File: src/rtl/i2s_rx_pkg.sv
package i2s_rx_pkg;
  // Width of the normalised audio word.
  parameter int unsigned RX_AW = 24;

  // Per-bit-clock framing event shared by all lanes.
  typedef struct packed {
    logic tick;       // rising bit-clock edge this cycle
    logic edge_seen;  // word-select changed at this edge
    logic level;      // word-select level of the slot that is ending
  } rx_frame_ev_t;
endpackage

File: src/rtl/i2s_rx_frame.sv
module i2s_rx_frame
  import i2s_rx_pkg::*;
(
  input  logic         clk,
  input  logic         rst_n,
  input  logic         bclk_rise,
  input  logic         lrclk,
  output rx_frame_ev_t ev
);
  logic lr_q, lr_d;
  logic seen_q, seen_d;

  always_comb begin
    lr_d   = lr_q;
    seen_d = seen_q;
    if (bclk_rise) begin
      lr_d   = lrclk;
      seen_d = 1'b1;
    end
    ev.tick      = bclk_rise;
    ev.edge_seen = bclk_rise & seen_q & (lrclk != lr_q);
    ev.level     = lr_q;
  end

  always_ff @(posedge clk or negedge rst_n) begin
    if (!rst_n) begin
      lr_q   <= 1'b0;
      seen_q <= 1'b0;
    end else begin
      lr_q   <= lr_d;
      seen_q <= seen_d;
    end
  end
endmodule

File: src/rtl/i2s_rx_lane.sv
module i2s_rx_lane
  import i2s_rx_pkg::*;
#(
  parameter int unsigned AW   = RX_AW,
  parameter int unsigned LENW = 6
) (
  input  logic            clk,
  input  logic            rst_n,
  input  rx_frame_ev_t    ev,
  input  logic            en,
  input  logic            sd,
  input  logic [LENW-1:0] len,
  output logic            done,
  output logic            done_right,
  output logic [AW-1:0]   done_word
);
  localparam int unsigned CW = LENW + 1;

  logic          armed_q, armed_d;
  logic [CW-1:0] cnt_q, cnt_d;
  logic [AW-1:0] sh_q, sh_d;
  logic [AW-1:0] sh_ins;
  logic          keep;

  // Place the current bit at its MSB-first position when it is kept.
  always_comb begin
    keep   = (cnt_q < {1'b0, len}) && (cnt_q < CW'(AW));
    sh_ins = sh_q;
    for (int b = 0; b < int'(AW); b++) begin
      if (keep && (int'(cnt_q) == b)) sh_ins[AW-1-b] = sd;
    end
  end

  assign done       = ev.edge_seen & armed_q & en;
  assign done_right = ev.level;
  assign done_word  = sh_ins;

  always_comb begin
    armed_d = armed_q;
    cnt_d   = cnt_q;
    sh_d    = sh_q;
    if (!en) begin
      armed_d = 1'b0;
      cnt_d   = '0;
      sh_d    = '0;
    end else if (ev.edge_seen) begin
      armed_d = 1'b1;
      cnt_d   = '0;
      sh_d    = '0;
    end else if (ev.tick && armed_q) begin
      sh_d = sh_ins;
      if (cnt_q != '1) cnt_d = cnt_q + 1'b1;
    end
  end

  always_ff @(posedge clk or negedge rst_n) begin
    if (!rst_n) begin
      armed_q <= 1'b0;
      cnt_q   <= '0;
      sh_q    <= '0;
    end else begin
      armed_q <= armed_d;
      cnt_q   <= cnt_d;
      sh_q    <= sh_d;
    end
  end
endmodule

File: src/rtl/i2s_rx_port_regs.sv
module i2s_rx_port_regs #(
  parameter int unsigned AW = 24
) (
  input  logic          clk,
  input  logic          rst_n,
  input  logic          done,
  input  logic          done_right,
  input  logic [AW-1:0] done_word,
  input  logic          rd,
  input  logic          ovf_clr,
  output logic [AW-1:0] word,
  output logic          right,
  output logic          ready,
  output logic          ovf
);
  logic [AW-1:0] word_d;
  logic          right_d, ready_d, ovf_d;

  always_comb begin
    word_d  = word;
    right_d = right;
    if (done) begin
      word_d  = done_word;
      right_d = done_right;
    end
    ready_d = done | (ready & ~rd);
    ovf_d   = (done & ready & ~rd) | (ovf & ~ovf_clr);
  end

  always_ff @(posedge clk or negedge rst_n) begin
    if (!rst_n) begin
      word  <= '0;
      right <= 1'b0;
      ready <= 1'b0;
      ovf   <= 1'b0;
    end else begin
      word  <= word_d;
      right <= right_d;
      ready <= ready_d;
      ovf   <= ovf_d;
    end
  end
endmodule

File: src/rtl/i2s_rx_multi.sv
module i2s_rx_multi
  import i2s_rx_pkg::*;
#(
  parameter int unsigned NPORTS = 6,
  parameter int unsigned AW     = RX_AW,
  parameter int unsigned LENW   = 6
) (
  input  logic                 clk,
  input  logic                 rst_n,
  input  logic                 bclk_rise,
  input  logic                 lrclk,
  input  logic [NPORTS-1:0]    sdin,
  input  logic [NPORTS-1:0]    tx_sdout,
  input  logic                 loop_en,
  input  logic [NPORTS-1:0]    rx_en,
  input  logic [LENW-1:0]      word_len,
  input  logic [NPORTS-1:0]    rd_ack,
  input  logic [NPORTS-1:0]    ovf_clr,
  output logic [NPORTS*AW-1:0] rx_word,
  output logic [NPORTS-1:0]    rx_right,
  output logic [NPORTS-1:0]    rx_ready,
  output logic [NPORTS-1:0]    rx_ovf
);
  logic [1:0]        rst_sync_q;
  logic              rst_i;
  rx_frame_ev_t      ev;
  logic [NPORTS-1:0] sd_sel;
  logic [NPORTS-1:0] lane_done;

  // Asynchronous assertion, synchronous release.
  always_ff @(posedge clk or negedge rst_n) begin
    if (!rst_n) rst_sync_q <= 2'b00;
    else        rst_sync_q <= {rst_sync_q[0], 1'b1};
  end
  assign rst_i = rst_sync_q[1];

  i2s_rx_frame u_frame (
    .clk      (clk),
    .rst_n    (rst_i),
    .bclk_rise(bclk_rise),
    .lrclk    (lrclk),
    .ev       (ev)
  );

  for (genvar p = 0; p < int'(NPORTS); p++) begin : g_port
    logic          done_right;
    logic [AW-1:0] done_word;

    assign sd_sel[p] = loop_en ? tx_sdout[p] : sdin[p];

    i2s_rx_lane #(.AW(AW), .LENW(LENW)) u_lane (
      .clk       (clk),
      .rst_n     (rst_i),
      .ev        (ev),
      .en        (rx_en[p]),
      .sd        (sd_sel[p]),
      .len       (word_len),
      .done      (lane_done[p]),
      .done_right(done_right),
      .done_word (done_word)
    );

    i2s_rx_port_regs #(.AW(AW)) u_regs (
      .clk       (clk),
      .rst_n     (rst_i),
      .done      (lane_done[p]),
      .done_right(done_right),
      .done_word (done_word),
      .rd        (rd_ack[p]),
      .ovf_clr   (ovf_clr[p]),
      .word      (rx_word[p*AW +: AW]),
      .right     (rx_right[p]),
      .ready     (rx_ready[p]),
      .ovf       (rx_ovf[p])
    );
  end
endmodule

File: config.mk
export PLATFORM = sky130hd
export DESIGN_NAME = i2s_rx_multi
export DESIGN_NICKNAME = d
export VERILOG_FILES = /design/src/rtl/i2s_rx_pkg.sv /design/src/rtl/i2s_rx_frame.sv /design/src/rtl/i2s_rx_lane.sv /design/src/rtl/i2s_rx_port_regs.sv /design/src/rtl/i2s_rx_multi.sv
export SDC_FILE = /design/constraint.sdc
export NUM_CORES = 1
export LEC_CHECK = 0
export BUFFER_PORTS_ARGS = -buffer_cell sky130_fd_sc_hd__buf_4
export CELL_PAD_IN_SITES_DETAIL_PLACEMENT = 1
export CELL_PAD_IN_SITES_GLOBAL_PLACEMENT = 2
export CORE_MARGIN = 2
export CORE_UTILIZATION = 25
export CTS_CLUSTER_DIAMETER = 50
export CTS_CLUSTER_SIZE = 30
export DETAILED_ROUTE_END_ITERATION = 7
export GPL_ROUTABILITY_DRIVEN = 0
export PLACE_DENSITY = 0.64
export RECOVER_POWER = 25
export SLEW_MARGIN = 20
export SYNTH_ARGS = -nofsm -noshare
export SYNTH_HDL_FRONTEND = slang
export SYNTH_SLANG_ARGS = --single-unit
File: constraint.sdc
create_clock -name clk -period 15.25 [get_ports clk]
set_input_delay 3.05 -clock clk [delete_from_list [all_inputs] [get_ports clk]]
set_output_delay 3.05 -clock clk [all_outputs]
set_load 0.1 [all_outputs]
==> results.ini <==
[status]
status = finished, violations left
violations = max-capacitance violations, max-slew violations

[yosys]
yosysUniqueCellTypes = 71
ys_ff_latch = 358
synth_area_per_cell_um2 = 9.53
synth_edf_count = 0
synthTopCellsByCount = 358 x dfrtp_1, 249 x nand2_1, 163 x o21ai_0
synthAdderAreaFrac_pct = 3.67
synthMuxAreaShare_pct = 5.66
syn-num-nets = 2025
synth_largest_area_cell = dfrtp_1
yosys.area_share.xor_xnor_pct = 1.34
synth_top_family_by_area = compound AO/OA/AOI/OAI gates
syn_area_um2 = 18400
synth.most_common_cell = dfrtp_1
yosys.area_share.simple_pct = 15.9
seq_area_frac_synth_pct = 48.7
synth_cells = 1930
synthFlopType = dfrtp_1
synthDominantCellAreaShare_pct = 48.7
ys_top_cells_by_area = dfrtp_1 49%, mux2i_1 5.1%, nand2_1 5.1%
yosys_warnings = 0
synth_compound_area_share_pct = 19.2
ys_async_sr_fraction_pct = 100

[critical_path]
crit_end = g_port[3].u_regs.word[8]$_DFFE_PN0P_
r2r-end = g_port[3].u_regs.word[8]$_DFFE_PN0P_
worstSetupPathType = register to asynchronous set/reset pin
start_kind = register
cp.required_ps = 15270
worst-path-max-fanout = 55
crit_start = rst_sync_q[1]$_DFF_PN0_
regToRegStartpoint = rst_sync_q[1]$_DFF_PN0_
reg2reg_depth = 2
reg2reg_slack_ps = 9280
critPathArrivalTime_ps = 5990
cp-end-kind = asynchronous set/reset pin

[sta]
finalCritPeriodShare_pct = 39.1
final-hold-violation-count = 0
skew_ps = 26.4
grt_setup_unrepaired = false
worstMarginPinSlew_ps = 3110
relSlewSlack_pct = -107
fin_tns_setup_ps = 0
whs_ps = 358
fin_crit_ps = 5970
fin_ws_ps = 9280
fmax_mhz = 168
setup_violations = 0
maxSlewViolCount = 131

[global_routing]
grt_usage_pct = 15.7
grt_max_degree = 155
overflow = 0
first_global_vias = 16000
grt_pass1_wl_mm = 94.4
antenna_found_initial = 3

[clock_network]
cts_resized = 0
ctsHtreeMaxLevel = 2
clock_latency_ps = 630
cts_tree = done
clkSinkCount = 358
clockBufferDepth = 3
cts.clk_slew.worst_paths_ps = 50
cts_made_buffers = 60
ctsHoldBuffers = 0
cts_root_buf = clkbuf_16
postCtsSetupRepairBufs = 0

[power_and_ir_drop]
pwr_density_cell_nw_per_um2 = 125
clkPwrFrac_pct = 49.9
power.switching_mw = 0.881
combPwrFrac_pct = 14.4
p_leak_nw = 10.1
switching_share_pct = 31.1
totalPowerFinal_mw = 2.83
power.share.sequential_pct = 35.7
ir_drop_mv = 0.0853
intPower_mw = 1.95

[final_layout]
layout.nets = 2171
final_core_util_pct = 31.1
drive_above_1_share_pct = 17.6
areaGrowthSynthToFinish_pct = 23.5

[placed_design]
place_hpwl_mm = 39.4
place_ws_ps = 9280
port_buffers = 202

[die]
core_um2 = 73000
start_util_pct = 25.2
die_w_um = 275
die_h_um = 275
rows = 99
ios = 203
dieArea_um2 = 75800

[flow_run]
maxCapViolations = 3

[detailed_routing]
drt_iter0_markers = 789
wl_met3_mm = 2.59
top_layer_used = met5
wl_per_cell_um = 19.3
routed-via-count = 15100
wl_met2_mm = 27.8
wl_met1_mm = 27.9
via_per_inst = 4.90
drcViolationCount = 0
ant_nets = 0
dr.pass1.iters = 5
wirelength_mm = 59.4

[worst_hold_path]
hold_class = register to register

critical path: stages, from the launching register on:
cell and delay, ps:
dfrtp_1 1400, clkbuf_1 1620, clkbuf_1 2290
power groups by stage:
| stage | Clock (mW) | Sequential (mW) | Combinational, mW |
|---|---|---|---|
| 2_1_floorplan | 0 | 1.14 | 0.197 |
| 3_3_place_gp | 0 | 1.03 | 0.409 |
| 3_5_place_dp | 0 | 1.03 | 0.414 |
| 4_1_cts | 1.46 | 1.01 | 0.415 |
| 5_1_grt | 1.50 | 1.02 | 0.441 |
| 6_report | 1.41 | 1.01 | 0.409 |
state kept, by name (all words and copies together) (netlist names):
signal                 cells
g_port.u_regs.right        6
g_port.u_regs.word       144
g_port.u_regs.ovf          6
g_port.u_lane.sh_q       144
g_port.u_lane.cnt_q       42
rst_sync_q                 2
u_frame.seen_q             1
g_port.u_lane.armed_q      6
g_port.u_regs.ready        6
u_frame.lr_q               1
area by class of cell:
class	count	area [um^2]
Antenna cell	1	2.50
Clock buffer	71	1610
Clock inverter	38	477
Fill cell	8266	50200
Inverter	98	368
Multi-Input combinational cell	1338	8440
Sequential cell	358	8960
Tap cell	959	1200
Timing Repair Buffer	220	1660
how the worst min path moves through the flow:
| stage | start | to | slack, ps | cells after the start |
|---|---|---|---|---|
| after global routing | rst_sync_q[0]$_DFF_PN0_ | rst_sync_q[1]$_DFF_PN0_ | 370 | 0 |
| final | rst_sync_q[0]$_DFF_PN0_ | rst_sync_q[1]$_DFF_PN0_ | 360 | 0 |
| after CTS | rst_sync_q[0]$_DFF_PN0_ | rst_sync_q[1]$_DFF_PN0_ | 370 | 0 |
| after detailed placement | rst_sync_q[0]$_DFF_PN0_ | rst_sync_q[1]$_DFF_PN0_ | 350 | 0 |
| after global placement | rst_sync_q[0]$_DFF_PN0_ | rst_sync_q[1]$_DFF_PN0_ | 340 | 0 |
| after floorplan | rst_sync_q[0]$_DFF_PN0_ | rst_sync_q[1]$_DFF_PN0_ | 330 | 0 |
cell families after synthesis:
logic type | count (synthesis)
and+or+nand+nor | 592
buffers and inverters | 234
adders and majority gates | 54
other | 1
AOI/OAI and AO/OA | 562
xor gates and xnor gates | 26
muxes | 103
DFF | 358
per-stage QoR:
step	instances	instance area [um^2]
after floorplan	1930	18400
after global placement	2971	20600
after detailed placement	2972	20600
after CTS	3081	22700
after global routing	3082	22700
final	3083	22700
cells in the final DEF, fill, tap and decap left out, types with 16 or more instances in the layout:
cell type / netlist / final
o22ai_1: 70 / 70
ha_1: 54 / 54
mux2i_1: 94 / 94
o21ai_0: 163 / 163
nand2_1: 249 / 249
o211ai_1: 52 / 52
nand4_1: 24 / 24
dfrtp_1: 358 / 358
a22o_1: 28 / 28
inv_1: 98 / 98
a21oi_1: 119 / 118
nor2b_1: 24 / 24
buf_4: 23 / 215
and2_1: 16 / 16
o21ai_1: 53 / 53
clkbuf_16: 0 / 60
nor2_1: 70 / 69
nand3_1: 108 / 105
routing by layer:
layer | up-vias | GRT usage (%)
met5 | - | 0
met1 | 7613 | 21.5
met4 | 4 | 3.60
met2 | 244 | 25.5
met3 | 84 | 3.17
li1 | 7159 | -
Note: power is estimated with default switching activity, not from simulation.
